<file path="src/rtl/aux_seq_pkg.sv">
package aux_seq_pkg;

  typedef enum logic [2:0] {
    ST_OK      = 3'd0,
    ST_RXERR   = 3'd1,
    ST_TIMEOUT = 3'd2,
    ST_BUSY    = 3'd3,
    ST_BADSIZE = 3'd4,
    ST_INVALID = 3'd5
  } aux_status_e;

  typedef enum logic [1:0] {
    KIND_READ  = 2'd0,
    KIND_WRITE = 2'd1,
    KIND_BAD   = 2'd2
  } cmd_kind_e;

  // bit 2 marks a continued I2C transaction and does not change the class
  localparam logic [3:0] CONT_MASK = 4'b1011;

  function automatic cmd_kind_e classify_cmd(input logic [3:0] cmd);
    logic [3:0] base;
    base = cmd & CONT_MASK;
    case (base)
      4'h1, 4'h9:       return KIND_READ;
      4'h0, 4'h2, 4'h8: return KIND_WRITE;
      default:          return KIND_BAD;
    endcase
  endfunction

endpackage

</file>
<file path="src/rtl/aux_frame_build.sv">
module aux_frame_build
  import aux_seq_pkg::*;
#(
  parameter int MAX_PAYLOAD = 16,
  parameter int MSG_BYTES   = 20,
  parameter int LEN_W       = 5
) (
  input  logic [3:0]               cmd,
  input  logic [19:0]              addr,
  input  logic [LEN_W-1:0]         len,
  input  logic [MAX_PAYLOAD*8-1:0] payload,
  output cmd_kind_e                kind,
  output logic [LEN_W-1:0]         tx_len,
  output logic [LEN_W-1:0]         exp_rx_len,
  output logic [MSG_BYTES*8-1:0]   tx_data
);

  logic       is_wr;
  logic [7:0] len_m1;

  always_comb begin
    kind = classify_cmd(cmd);
    if (len > LEN_W'(MAX_PAYLOAD)) kind = KIND_BAD;
    is_wr  = (kind == KIND_WRITE);
    len_m1 = 8'(len) - 8'd1;
    if (len == '0)  tx_len = LEN_W'(3);
    else if (is_wr) tx_len = LEN_W'(4) + len;
    else            tx_len = LEN_W'(4);
    exp_rx_len = is_wr ? LEN_W'(2) : len + LEN_W'(1);
  end

  // header bytes
  assign tx_data[7:0]   = {cmd, addr[19:16]};
  assign tx_data[15:8]  = addr[15:8];
  assign tx_data[23:16] = addr[7:0];
  assign tx_data[31:24] = len_m1;

  // payload bytes follow the header for writes only
  for (genvar i = 4; i < MSG_BYTES; i++) begin : g_body
    localparam int P = i - 4;
    assign tx_data[i*8 +: 8] = (is_wr && (LEN_W'(P) < len)) ? payload[P*8 +: 8] : 8'h00;
  end

endmodule

</file>
<file path="src/rtl/aux_reply_decode.sv">
module aux_reply_decode #(
  parameter int MAX_PAYLOAD = 16,
  parameter int MSG_BYTES   = 20,
  parameter int LEN_W       = 5
) (
  input  logic                     is_read,
  input  logic [LEN_W-1:0]         req_len,
  input  logic [LEN_W-1:0]         exp_rx_len,
  input  logic [LEN_W-1:0]         rx_len,
  input  logic [MSG_BYTES*8-1:0]   rx_data,
  output logic                     bad_size,
  output logic [3:0]               reply,
  output logic [LEN_W-1:0]         count,
  output logic [MAX_PAYLOAD*8-1:0] data
);

  logic [LEN_W-1:0] eff_len;
  logic [7:0]       accepted;
  logic             unused_rx;

  assign unused_rx = ^{rx_data[3:0], rx_data[MSG_BYTES*8-1:(MAX_PAYLOAD+1)*8]};

  always_comb begin
    bad_size = (rx_len == '0) || (rx_len > LEN_W'(MSG_BYTES));
    eff_len  = (rx_len > exp_rx_len) ? exp_rx_len : rx_len;
    reply    = rx_data[7:4];
    accepted = rx_data[15:8];
    if (is_read)
      count = (eff_len == '0) ? '0 : eff_len - LEN_W'(1);
    else if (eff_len > LEN_W'(1))
      count = (accepted < 8'(req_len)) ? accepted[LEN_W-1:0] : req_len;
    else
      count = req_len;
  end

  // read data starts one byte past the reply code
  for (genvar i = 0; i < MAX_PAYLOAD; i++) begin : g_rd
    assign data[i*8 +: 8] = (is_read && (LEN_W'(i) < count)) ? rx_data[(i+1)*8 +: 8] : 8'h00;
  end

endmodule

</file>
<file path="src/rtl/aux_retry_fsm.sv">
module aux_retry_fsm
  import aux_seq_pkg::*;
#(
  parameter int POLL_GAP   = 1000,
  parameter int ERR_WAIT   = 400,
  parameter int MAX_TRIES  = 5,
  parameter int BUSY_POLLS = 3
) (
  input  logic        clk,
  input  logic        rst_n,
  input  logic        req_valid,
  input  logic        req_bad,
  input  logic        ch_busy,
  input  logic        ch_done,
  input  logic        ch_timeout,
  input  logic        ch_rx_err,
  input  logic        reply_bad,
  input  logic        rsp_ready,
  output logic        req_ready,
  output logic        ch_start,
  output logic        rsp_valid,
  output logic        take_reply,
  output aux_status_e status
);

  localparam int TMR_MAX = (POLL_GAP > ERR_WAIT) ? POLL_GAP : ERR_WAIT;
  localparam int TMR_W   = $clog2(TMR_MAX + 1);
  localparam int TRY_W   = $clog2(MAX_TRIES + 1);
  localparam int POLL_W  = $clog2(BUSY_POLLS + 1);

  typedef enum logic [2:0] {
    S_IDLE, S_CHECK, S_POLL, S_GAP, S_LAUNCH, S_WAIT, S_BACKOFF, S_RESP
  } state_e;

  state_e            state_q;
  logic [TMR_W-1:0]  tmr_q;
  logic [TRY_W-1:0]  try_q;
  logic [POLL_W-1:0] poll_q;
  logic              last_try;

  assign last_try   = (try_q == TRY_W'(MAX_TRIES));
  assign req_ready  = (state_q == S_IDLE);
  assign ch_start   = (state_q == S_LAUNCH);
  assign rsp_valid  = (state_q == S_RESP);
  assign take_reply = (state_q == S_WAIT) && ch_done && !ch_rx_err && !ch_timeout && !reply_bad;

  always_ff @(posedge clk) begin
    if (!rst_n) begin
      state_q <= S_IDLE;
      tmr_q   <= '0;
      try_q   <= '0;
      poll_q  <= '0;
      status  <= ST_OK;
    end else begin
      case (state_q)
        S_IDLE: if (req_valid) begin
          state_q <= S_CHECK;
          try_q   <= '0;
          poll_q  <= '0;
        end
        S_CHECK: if (req_bad) begin
          status  <= ST_INVALID;
          state_q <= S_RESP;
        end else begin
          state_q <= S_POLL;
        end
        S_POLL: if (!ch_busy) begin
          state_q <= S_LAUNCH;
        end else if (poll_q == POLL_W'(BUSY_POLLS - 1)) begin
          status  <= ST_BUSY;
          state_q <= S_RESP;
        end else begin
          poll_q  <= poll_q + POLL_W'(1);
          tmr_q   <= '0;
          state_q <= S_GAP;
        end
        S_GAP: if (tmr_q == TMR_W'(POLL_GAP - 1)) state_q <= S_POLL;
               else tmr_q <= tmr_q + TMR_W'(1);
        S_LAUNCH: begin
          try_q   <= try_q + TRY_W'(1);
          state_q <= S_WAIT;
        end
        S_WAIT: if (ch_done) begin
          if (ch_rx_err) begin
            if (last_try) begin
              status  <= ST_RXERR;
              state_q <= S_RESP;
            end else begin
              tmr_q   <= '0;
              state_q <= S_BACKOFF;
            end
          end else if (ch_timeout) begin
            if (last_try) begin
              status  <= ST_TIMEOUT;
              state_q <= S_RESP;
            end else begin
              state_q <= S_LAUNCH;
            end
          end else begin
            status  <= reply_bad ? ST_BADSIZE : ST_OK;
            state_q <= S_RESP;
          end
        end
        S_BACKOFF: if (tmr_q == TMR_W'(ERR_WAIT - 1)) state_q <= S_LAUNCH;
                   else tmr_q <= tmr_q + TMR_W'(1);
        S_RESP: if (rsp_ready) state_q <= S_IDLE;
        default: state_q <= S_IDLE;
      endcase
    end
  end

  p_start_pulse_r11: assert property (@(posedge clk) disable iff (!rst_n)
    ch_start |=> !ch_start);
  p_try_budget_r11: assert property (@(posedge clk) disable iff (!rst_n)
    ch_start |-> (try_q < TRY_W'(MAX_TRIES)));
  p_timeout_relaunch_r9: assert property (@(posedge clk) disable iff (!rst_n)
    (state_q == S_WAIT && ch_done && ch_timeout && !ch_rx_err && !last_try) |=> ch_start);
  p_rxerr_pause_r10: assert property (@(posedge clk) disable iff (!rst_n)
    (state_q == S_WAIT && ch_done && ch_rx_err) |=> !ch_start);
  p_rsp_hold_r1: assert property (@(posedge clk) disable iff (!rst_n)
    (rsp_valid && !rsp_ready) |=> (rsp_valid && $stable(status)));
  p_invalid_quiet_r4: assert property (@(posedge clk) disable iff (!rst_n)
    (rsp_valid && status == ST_INVALID) |-> (try_q == '0));
  p_busy_quiet_r12: assert property (@(posedge clk) disable iff (!rst_n)
    (rsp_valid && status == ST_BUSY) |-> (try_q == '0));

endmodule

</file>
<file path="src/rtl/aux_req_seq.sv">
module aux_req_seq
  import aux_seq_pkg::*;
#(
  parameter int MAX_PAYLOAD = 16,
  parameter int POLL_GAP    = 1000,
  parameter int ERR_WAIT    = 400,
  parameter int MAX_TRIES   = 5,
  parameter int BUSY_POLLS  = 3,
  localparam int MSG_BYTES  = MAX_PAYLOAD + 4,
  localparam int LEN_W      = $clog2(MSG_BYTES + 1)
) (
  input  logic                     clk,
  input  logic                     rst_n,
  input  logic                     req_valid,
  output logic                     req_ready,
  input  logic [3:0]               req_cmd,
  input  logic [19:0]              req_addr,
  input  logic [LEN_W-1:0]         req_len,
  input  logic [MAX_PAYLOAD*8-1:0] req_payload,
  output logic                     rsp_valid,
  input  logic                     rsp_ready,
  output logic [2:0]               rsp_status,
  output logic [3:0]               rsp_reply,
  output logic [LEN_W-1:0]         rsp_count,
  output logic [MAX_PAYLOAD*8-1:0] rsp_data,
  input  logic                     ch_busy,
  output logic                     ch_start,
  output logic [LEN_W-1:0]         ch_tx_len,
  output logic [MSG_BYTES*8-1:0]   ch_tx_data,
  input  logic                     ch_done,
  input  logic                     ch_timeout,
  input  logic                     ch_rx_err,
  input  logic [LEN_W-1:0]         ch_rx_len,
  input  logic [MSG_BYTES*8-1:0]   ch_rx_data
);

  logic [3:0]               cmd_q;
  logic [19:0]              addr_q;
  logic [LEN_W-1:0]         len_q;
  logic [MAX_PAYLOAD*8-1:0] payload_q;

  cmd_kind_e                kind;
  logic [LEN_W-1:0]         exp_rx_len;
  logic                     reply_bad;
  logic [3:0]               dec_reply;
  logic [LEN_W-1:0]         dec_count;
  logic [MAX_PAYLOAD*8-1:0] dec_data;
  logic                     take_reply;
  logic                     req_take;
  aux_status_e              status;

  assign req_take   = req_valid && req_ready;
  assign rsp_status = status;

  always_ff @(posedge clk) begin
    if (!rst_n) begin
      cmd_q     <= '0;
      addr_q    <= '0;
      len_q     <= '0;
      payload_q <= '0;
      rsp_reply <= '0;
      rsp_count <= '0;
      rsp_data  <= '0;
    end else if (req_take) begin
      cmd_q     <= req_cmd;
      addr_q    <= req_addr;
      len_q     <= req_len;
      payload_q <= req_payload;
      rsp_reply <= '0;
      rsp_count <= '0;
      rsp_data  <= '0;
    end else if (take_reply) begin
      rsp_reply <= dec_reply;
      rsp_count <= dec_count;
      rsp_data  <= dec_data;
    end
  end

  aux_frame_build #(
    .MAX_PAYLOAD(MAX_PAYLOAD), .MSG_BYTES(MSG_BYTES), .LEN_W(LEN_W)
  ) u_build (
    .cmd(cmd_q), .addr(addr_q), .len(len_q), .payload(payload_q),
    .kind(kind), .tx_len(ch_tx_len), .exp_rx_len(exp_rx_len), .tx_data(ch_tx_data)
  );

  aux_reply_decode #(
    .MAX_PAYLOAD(MAX_PAYLOAD), .MSG_BYTES(MSG_BYTES), .LEN_W(LEN_W)
  ) u_decode (
    .is_read(kind == KIND_READ), .req_len(len_q), .exp_rx_len(exp_rx_len),
    .rx_len(ch_rx_len), .rx_data(ch_rx_data),
    .bad_size(reply_bad), .reply(dec_reply), .count(dec_count), .data(dec_data)
  );

  aux_retry_fsm #(
    .POLL_GAP(POLL_GAP), .ERR_WAIT(ERR_WAIT), .MAX_TRIES(MAX_TRIES), .BUSY_POLLS(BUSY_POLLS)
  ) u_fsm (
    .clk(clk), .rst_n(rst_n), .req_valid(req_valid), .req_bad(kind == KIND_BAD),
    .ch_busy(ch_busy), .ch_done(ch_done), .ch_timeout(ch_timeout), .ch_rx_err(ch_rx_err),
    .reply_bad(reply_bad), .rsp_ready(rsp_ready), .req_ready(req_ready),
    .ch_start(ch_start), .rsp_valid(rsp_valid), .take_reply(take_reply), .status(status)
  );

  p_txlen_range_r3: assert property (@(posedge clk) disable iff (!rst_n)
    ch_start |-> (ch_tx_len >= LEN_W'(3) && ch_tx_len <= LEN_W'(MSG_BYTES)));
  p_ready_excl_r1: assert property (@(posedge clk) disable iff (!rst_n)
    req_ready |-> !rsp_valid);

endmodule

</file>
<file path="config.mk">
export PLATFORM = sky130hd
export DESIGN_NAME = aux_req_seq
export DESIGN_NICKNAME = d
export VERILOG_FILES = /design/src/rtl/aux_seq_pkg.sv /design/src/rtl/aux_frame_build.sv /design/src/rtl/aux_reply_decode.sv /design/src/rtl/aux_retry_fsm.sv /design/src/rtl/aux_req_seq.sv
export SDC_FILE = /design/constraint.sdc
export NUM_CORES = 1
export LEC_CHECK = 0
export BUFFER_PORTS_ARGS = -buffer_cell sky130_fd_sc_hd__buf_2
export CAP_MARGIN = 15
export CORE_AREA = 2 2 245 247
export DETAILED_ROUTE_END_ITERATION = 8
export DIE_AREA = 0 0 247 249
export HOLD_SLACK_MARGIN = 0.05
export PLACE_DENSITY = 0.52
export SYNTH_ARGS = -nofsm -noshare
export SYNTH_HDL_FRONTEND = slang
export SYNTH_SLANG_ARGS = --single-unit
</file>
<file path="constraint.sdc">
create_clock -name clk -period 10.55 [get_ports clk]
set_input_delay 0 -clock clk [delete_from_list [all_inputs] [get_ports clk]]
set_output_delay 0 -clock clk [all_outputs]
set_load 0.05 [all_outputs]
</file>
### Word level (Yosys, flattened, before mapping)

Index checks and enable logic that the tools add are counted.

* bits in registers: 315
* bits of input ports: 330

* reduce and logical (&&, ||, !) cells: 59
* muxes and demuxes: 79
* add/subtract/negate cells: 7
* equality and inequality tests: 32
* bitwise logic cells: 1
* order comparisons: 37

Operators by type and width (count)
* $mux 8: 32
* $lt 4x5->1 const A: 16
* $mux 10: 7
* $mux 3: 19
* $lt 3x5->1 const A: 8
* $mux 5: 8
* $pmux 10 s4: 1
* $logic_and 1x1->1: 37
* $pmux 3 s8: 1
* $eq 3x3->1 const B: 7
* $lt 1x5->1 const A: 4
* $lt 2x5->1 const A: 4
* $ne 2x2->1 const B: 8
* $logic_not 5->1: 3
* $mux 2: 6
* $add 10x1->10 const B: 1
* $eq 10x10->1 const B: 1
* $eq 10x9->1 const B: 1
* $gt 5x5->1 const B: 2
* $ne 2x1->1 const B: 5
* $eq 3x2->1 const B: 3
* $pmux 3 s3: 1
* $lt 8x5->1: 1
* $pmux 2 s2: 2
* 30 further kinds: 37

### Longest topological paths before layout

* depth in word-level cells: 14
* gate-level depth with buffers: 22
* depth with buffers taken out: 20

### By module

From an unflattened synthesis, not the netlist that was laid out.

* cells, all modules: 2020
* area total of the unflattened synthesis: 16211.8 um2

By module, submodules not included
* aux_req_seq: area each 10721.5 um2, instances 1, cells an instance 1161
* aux_reply_decode: area each 2403.6 um2, instances 1, cells an instance 383
* aux_frame_build: area each 1712.9 um2, instances 1, cells an instance 298
* aux_retry_fsm: area each 1373.8 um2, instances 1, cells an instance 178

### Worst setup path after synthesis

OpenSTA, ideal clock, no wires.

* path kind: reg2reg
* start: register cmd_q[1]
* end: register rsp_data[64]
* buffers on the path: 2
* required time: 10433 ps
* path slack: 5359 ps
* arrival: 5074 ps
* stages on the path, launching flop included: 21
* path through: dfxtp_1 -> a21oi_1 -> nand2_1 -> clkbuf_1 -> nand2_1 -> ha_1 -> a21o_1 -> a21oi_1 -> a21boi_1 -> buf_2 -> nand2_1 -> o21ai_0 -> ha_1 -> and3_1 -> a221oi_1 -> and3_4 -> o21ai_4 -> mux2_4 -> a221oi_4 -> nand3_4 -> a32o_1

* word-level cells in the longest chain between the ends: 14
* elaborated cells on any way between the ends: 23

RTL lines
* from (decl): RTL line aux_req_seq.sv:37 `logic [3:0] cmd_q;`
* from (signal assigned): RTL line aux_req_seq.sv:65 `cmd_q <= req_cmd;`
* $eq 3x2->1 (tied with other cells): RTL line aux_seq_pkg.sv:24 `case (base)`
* $reduce_or 3->1 or $reduce_or 2->1 (tied branches): RTL line aux_seq_pkg.sv:24
* $pmux 2 s2 (*): RTL line aux_seq_pkg.sv:24
* $mux 2 (*): RTL line aux_frame_build.sv:23 `if (len > LEN_W'(MAX_PAYLOAD)) kind = KIND_BAD;`
* $eq 2x1->1: RTL line aux_frame_build.sv:24 `is_wr = (kind == KIND_WRITE);`
* $mux 5: RTL line aux_frame_build.sv:29 `exp_rx_len = is_wr ? LEN_W'(2) : len + LEN_W'(1);`
* $gt 5x5->1: RTL line aux_reply_decode.sv:25 `eff_len = (rx_len > exp_rx_len) ? exp_rx_len : rx_len;`
* $mux 5: RTL line aux_reply_decode.sv:25
* $sub 5x1->5 (tied with other cells): RTL line aux_reply_decode.sv:29 `count = (eff_len == '0) ? '0 : eff_len - LEN_W'(1);`
* $mux 5, on equally long branches: RTL line aux_reply_decode.sv:29, aux_reply_decode.sv:30
* $mux 5: RTL line aux_reply_decode.sv:28 `if (is_read)`
* $lt 4x5->1: RTL line aux_reply_decode.sv:38 `assign data[i*8 +: 8] = (is_read && (LEN_W'(i) < count)) ? rx_data[(i+1)*8 +: 8] : 8'h00;`
* $logic_and 1x1->1 (*): RTL line aux_reply_decode.sv:38
* $mux 8 (*): RTL line aux_reply_decode.sv:38
* to (signal assigned): RTL line aux_req_seq.sv:75 `rsp_data <= dec_data;`
* to (decl): RTL line aux_req_seq.sv:25 `output logic [MAX_PAYLOAD*8-1:0] rsp_data,`

Every way passes the cells marked *; elsewhere a longest branch is shown, timed or not.
A chain may end at the register's enable or synchronous reset.

### Final worst setup path

* start: register len_q[0]
* end: register rsp_data[70]

* word-level cells in the longest chain between the ends: 12
* elaborated cells on any way between the ends: 19

RTL lines
* from (decl): RTL line aux_req_seq.sv:39 `logic [LEN_W-1:0] len_q;`
* from (signal assigned): RTL line aux_req_seq.sv:67 `len_q <= req_len;`
* $gt 5x5->1: RTL line aux_frame_build.sv:23
* $mux 2: RTL line aux_frame_build.sv:23
* $eq 2x1->1: RTL line aux_frame_build.sv:24
* $mux 5: RTL line aux_frame_build.sv:29
* $gt 5x5->1: RTL line aux_reply_decode.sv:25
* $mux 5: RTL line aux_reply_decode.sv:25
* $sub 5x1->5 (tied with other cells): RTL line aux_reply_decode.sv:29
* $mux 5, on equally long branches: RTL line aux_reply_decode.sv:29, aux_reply_decode.sv:30
* $mux 5: RTL line aux_reply_decode.sv:28
* $lt 4x5->1: RTL line aux_reply_decode.sv:38
* $logic_and 1x1->1 (*): RTL line aux_reply_decode.sv:38
* $mux 8 (*): RTL line aux_reply_decode.sv:38

Marked as above.

==> results.md <==
- Register area share after synthesis: 46.6%
- CP required: around 11 ns
- Worst slack, placed: 4.06 ns
- Synth area leader: dfxtp_1
- Overflow after GRT: 0
- Clk_lat worst skew: approximately 0.55 ns
- DR DRC count: 0
- Sequential share of power: between 30 and 40%
- CTS tree: built
- Top cells by count, synth: 375 x nand2_1, 315 x dfxtp_1, 125 x a21boi_0
- Hold/Removal Path Class: input port to flip-flop
- CP Launch Type: flip-flop
- R2R setup slack: 4.08 ns
- Routed WL per cell: 17.3 µm
- Post-Route Setup TNS: 0 ns
- Switch Pwr: 1.72 mW
- CTS H-tree depth: 2
- Maximum vdd ir drop: around 160 µV
- Max-Cap Viols: 0
- Setup crit end kind: flip-flop
- Hold_sp: rsp_ready
- Most common cell in the netlist: nand2_1
- Initial Utilization: between 20% and 30%
- Worst path bufs/invs: 0
- Worst R2R End: rsp_data[70]
- GP Congestion: 0.856
- Mapped Cells: approximately 1500
- Yosys warnings: 0
- RR Startpoint: len_q[0]
- Setup Skew: between 0.01 and 0.015 ns
- Vias in the first global route: ~15000
- Iteration-0 DRC Markers: around 700
- Switching fraction of total power: roughly two fifths
- FF-to-FF path depth: 17
- Mean number of vias per cell: ~4.5
- Top post-synthesis cells by area: dfxtp_1 47%, nand2_1 10%, a21boi_0 6.9%, and2_1 5.7%, a32o_1 4.8%
- Internal power: 2.61 mW
- Crit-path max FO: 15
- Hold path endpoint: u_fsm.state_q[0]
- Delay-heaviest family, CP: compound AO/OA/AOI/OAI gates
- I/O pin count: 638
- Yosys cell types: between 70 and 80
- Slew headroom: a little under a fifth
- Final HPWL DP: 40.0 mm
- Die Area: between 60000 and 70000 µm²
- Pre-antenna DRT Iters: 5
- Leak: between 9 and 10 nW
- Syn_area_per_cell: approximately 8.7 µm²
- Crit-path max cell delay: roughly 0.74 ns
- First-pass GRT wire length: approximately 83 mm
- Crit-path slowest cell: a221oi_4
- Syn nets: 1898
- Final Critical Period: 6.47 ns
- Total Nets Final: about 2800
- Period utilization: ~60%
- Die width: around 250 µm
- FP Rows: 89
- Setup-failing EPs final: 0
- Max Freq: between 150 and 200 MHz
- Worst Tran Pin Value: between 1 and 1.5 ns
- Met3 Use GR: between 4 and 5%
- Post-CTS resize count: 0
- Total number of vias: between 10000 and 15000
- Height of the die: around 250 µm
- Critical Path, Cell by Cell: o41ai_4 -> nand2_1 -> nand2_1 -> ha_1 -> and3_1 -> nand3_1 -> a21boi_1 -> o21ai_0 -> ha_1 -> and3_1 -> a221oi_1 -> and3_4 -> o21ai_4 -> mux2_4 -> a221oi_4 -> nand3_4 -> a32o_1
- CTS clk-pin slew, worst paths: around 0.060 ns
- Ys flop type: dfxtp_1
- Status: finished clean
- Overall routing resource usage: 17.2%
- Largest net degree at the start of global routing: 105
- Final WL: about 56 mm
- RSZ-0062 raised after global routing: no
- IO Port Bufs: 609
- Logic pwr share: a little over a third
- Power share of the clock group: a little under a third
- M1 GR Usage: a little under a fifth
- Initial antenna violation count: 7
- Number of synthesized flops with an enable pin: 0
- Area growth from synthesis to layout: 60.0%
- CTS sink cnt: around 320
- Final hold violations: 0
- CTS Buffer Depth: 3
- Slew Limit Fails: 0
- Crit Path Class: flip-flop to flip-flop
- Share of the synthesized area in the top cell type: between 40 and 50%
- Met2 Use GR: between 30% and 40%
- Num CTS Buffers: 38
- Root Buffer: clkbuf_16
- Layout cells sized above 1: 29.8%
- Async SR Flop Fraction: 0%
- Mapped cell area: about 14000 µm²
- Design Power: around 4.3 mW
- Final setup margin: slightly above 4 ns
- Final core utilization: between 30% and 40%
- Post-DRT Antenna Nets: 0
- Pwr dens: around 200 nW/µm²
- Hold Path Stages: 5
- Yosys reg bits: around 320
- Crit path DAT: 6.89 ns
- GRT busiest layer: met2
- Core area: about 60000 µm²
metrics by stage:
step                instances  hold WS, ns  area (µm²)
global route             3216        0.138       21600
floorplan                1547        0.126       13500
finish                   3219        0.125       21600
global placement         2844        0.214       17300
detailed placement       2845        0.213       17300
CTS                      3213       0.0865       21600
timing repair:
action,4_1_cts,5_1_grt
hold endpoints to repair,301,0
buffers inserted,0,0
hold buffers,302,0
power groups by stage:
stage	combinational [mW]	clock [mW]	sequential, mW
after floorplan	0.957	0	1.50
after global placement	1.46	0	1.44
final	1.56	1.35	1.43
after global routing	1.70	1.45	1.44
after detailed placement	1.48	0	1.45
after CTS	1.58	1.40	1.43
routing by layer:
metal	share of wire, %	vias up
met4	4.6	2
met3	8.2	121
li1	-	7111
met1	39	6734
met5	0.020	-
met2	49	575
layout by cell type (no fill, tap or decap), drive strengths merged, types with 19 or more instances in the layout:
master	netlist	routed
a21boi	127	127
nor2	67	67
dlygate4sd3	0	302
buf	14	624
clkbuf	85	57
a32o	65	65
nand3	19	19
o21ai	20	20
nand2	376	376
and2	126	126
a22o	41	41
ha	21	21
a21oi	76	76
inv	25	26
dfxtp	315	315
worst register-to-register path, stage by stage (launching register included):
cell and delay, ns:
dfxtp_1 0.50, o41ai_4 0.57, nand2_1 0.49, nand2_1 0.22
ha_1 0.24, and3_1 0.20, nand3_1 0.12, a21boi_1 0.72
o21ai_0 0.37, ha_1 0.33, and3_1 0.20, a221oi_1 0.34
and3_4 0.27, o21ai_4 0.10, mux2_4 0.36, a221oi_4 0.74
nand3_4 0.25, a32o_1 0.33
sequential cells by signal, summed over array words and instances (netlist names):
signal	cells
u_fsm.state_q	3
rsp_reply	4
u_fsm.poll_q	2
u_fsm.status	3
rsp_count	5
u_fsm.tmr_q	10
len_q	5
payload_q	128
cmd_q	4
rsp_data	128
u_fsm.try_q	3
addr_q	20
final cells by class:
type                    count  area [µm²]
repair buffers            926        6190
diodes                      6        15.0
inverters                  26        97.6
fillers                  5910       37000
clock buffers              57        1210
multi-input cells        1107        6760
clock inverters             9         101
flip-flops and latches    315        6310
well taps                 773         967
cells by family (layout without fill, tap and decap cells):
logic type / count (synthesis) / after routing / share of synthesized area [%]
AND/OR/NAND/NOR: 650 / 650 / 22.1
AO/OA/AOI/OAI: 407 / 407 / 23.5
flip-flops: 315 / 315 / 46.6
buffers and inverters: 125 / 1018 / 3.67
adder cells (fa/ha/maj): 21 / 21 / 1.94
XOR/XNOR: 20 / 20 / 1.30
multiplexers: 9 / 9 / 0.823
other: 0 / 6 / 0
worst max-delay path by stage:
stage | endpoint | depth (start not counted) | startpoint
global route | rsp_data[107] | 19 | len_q[1]
detailed placement | rsp_data[70] | 17 | len_q[0]
global placement | rsp_data[67] | 17 | len_q[1]
floorplan | rsp_data[64] | 20 | cmd_q[1]
finish | rsp_data[70] | 17 | len_q[0]
CTS | rsp_data[70] | 17 | len_q[0]
(Power assumes the default switching activity.)
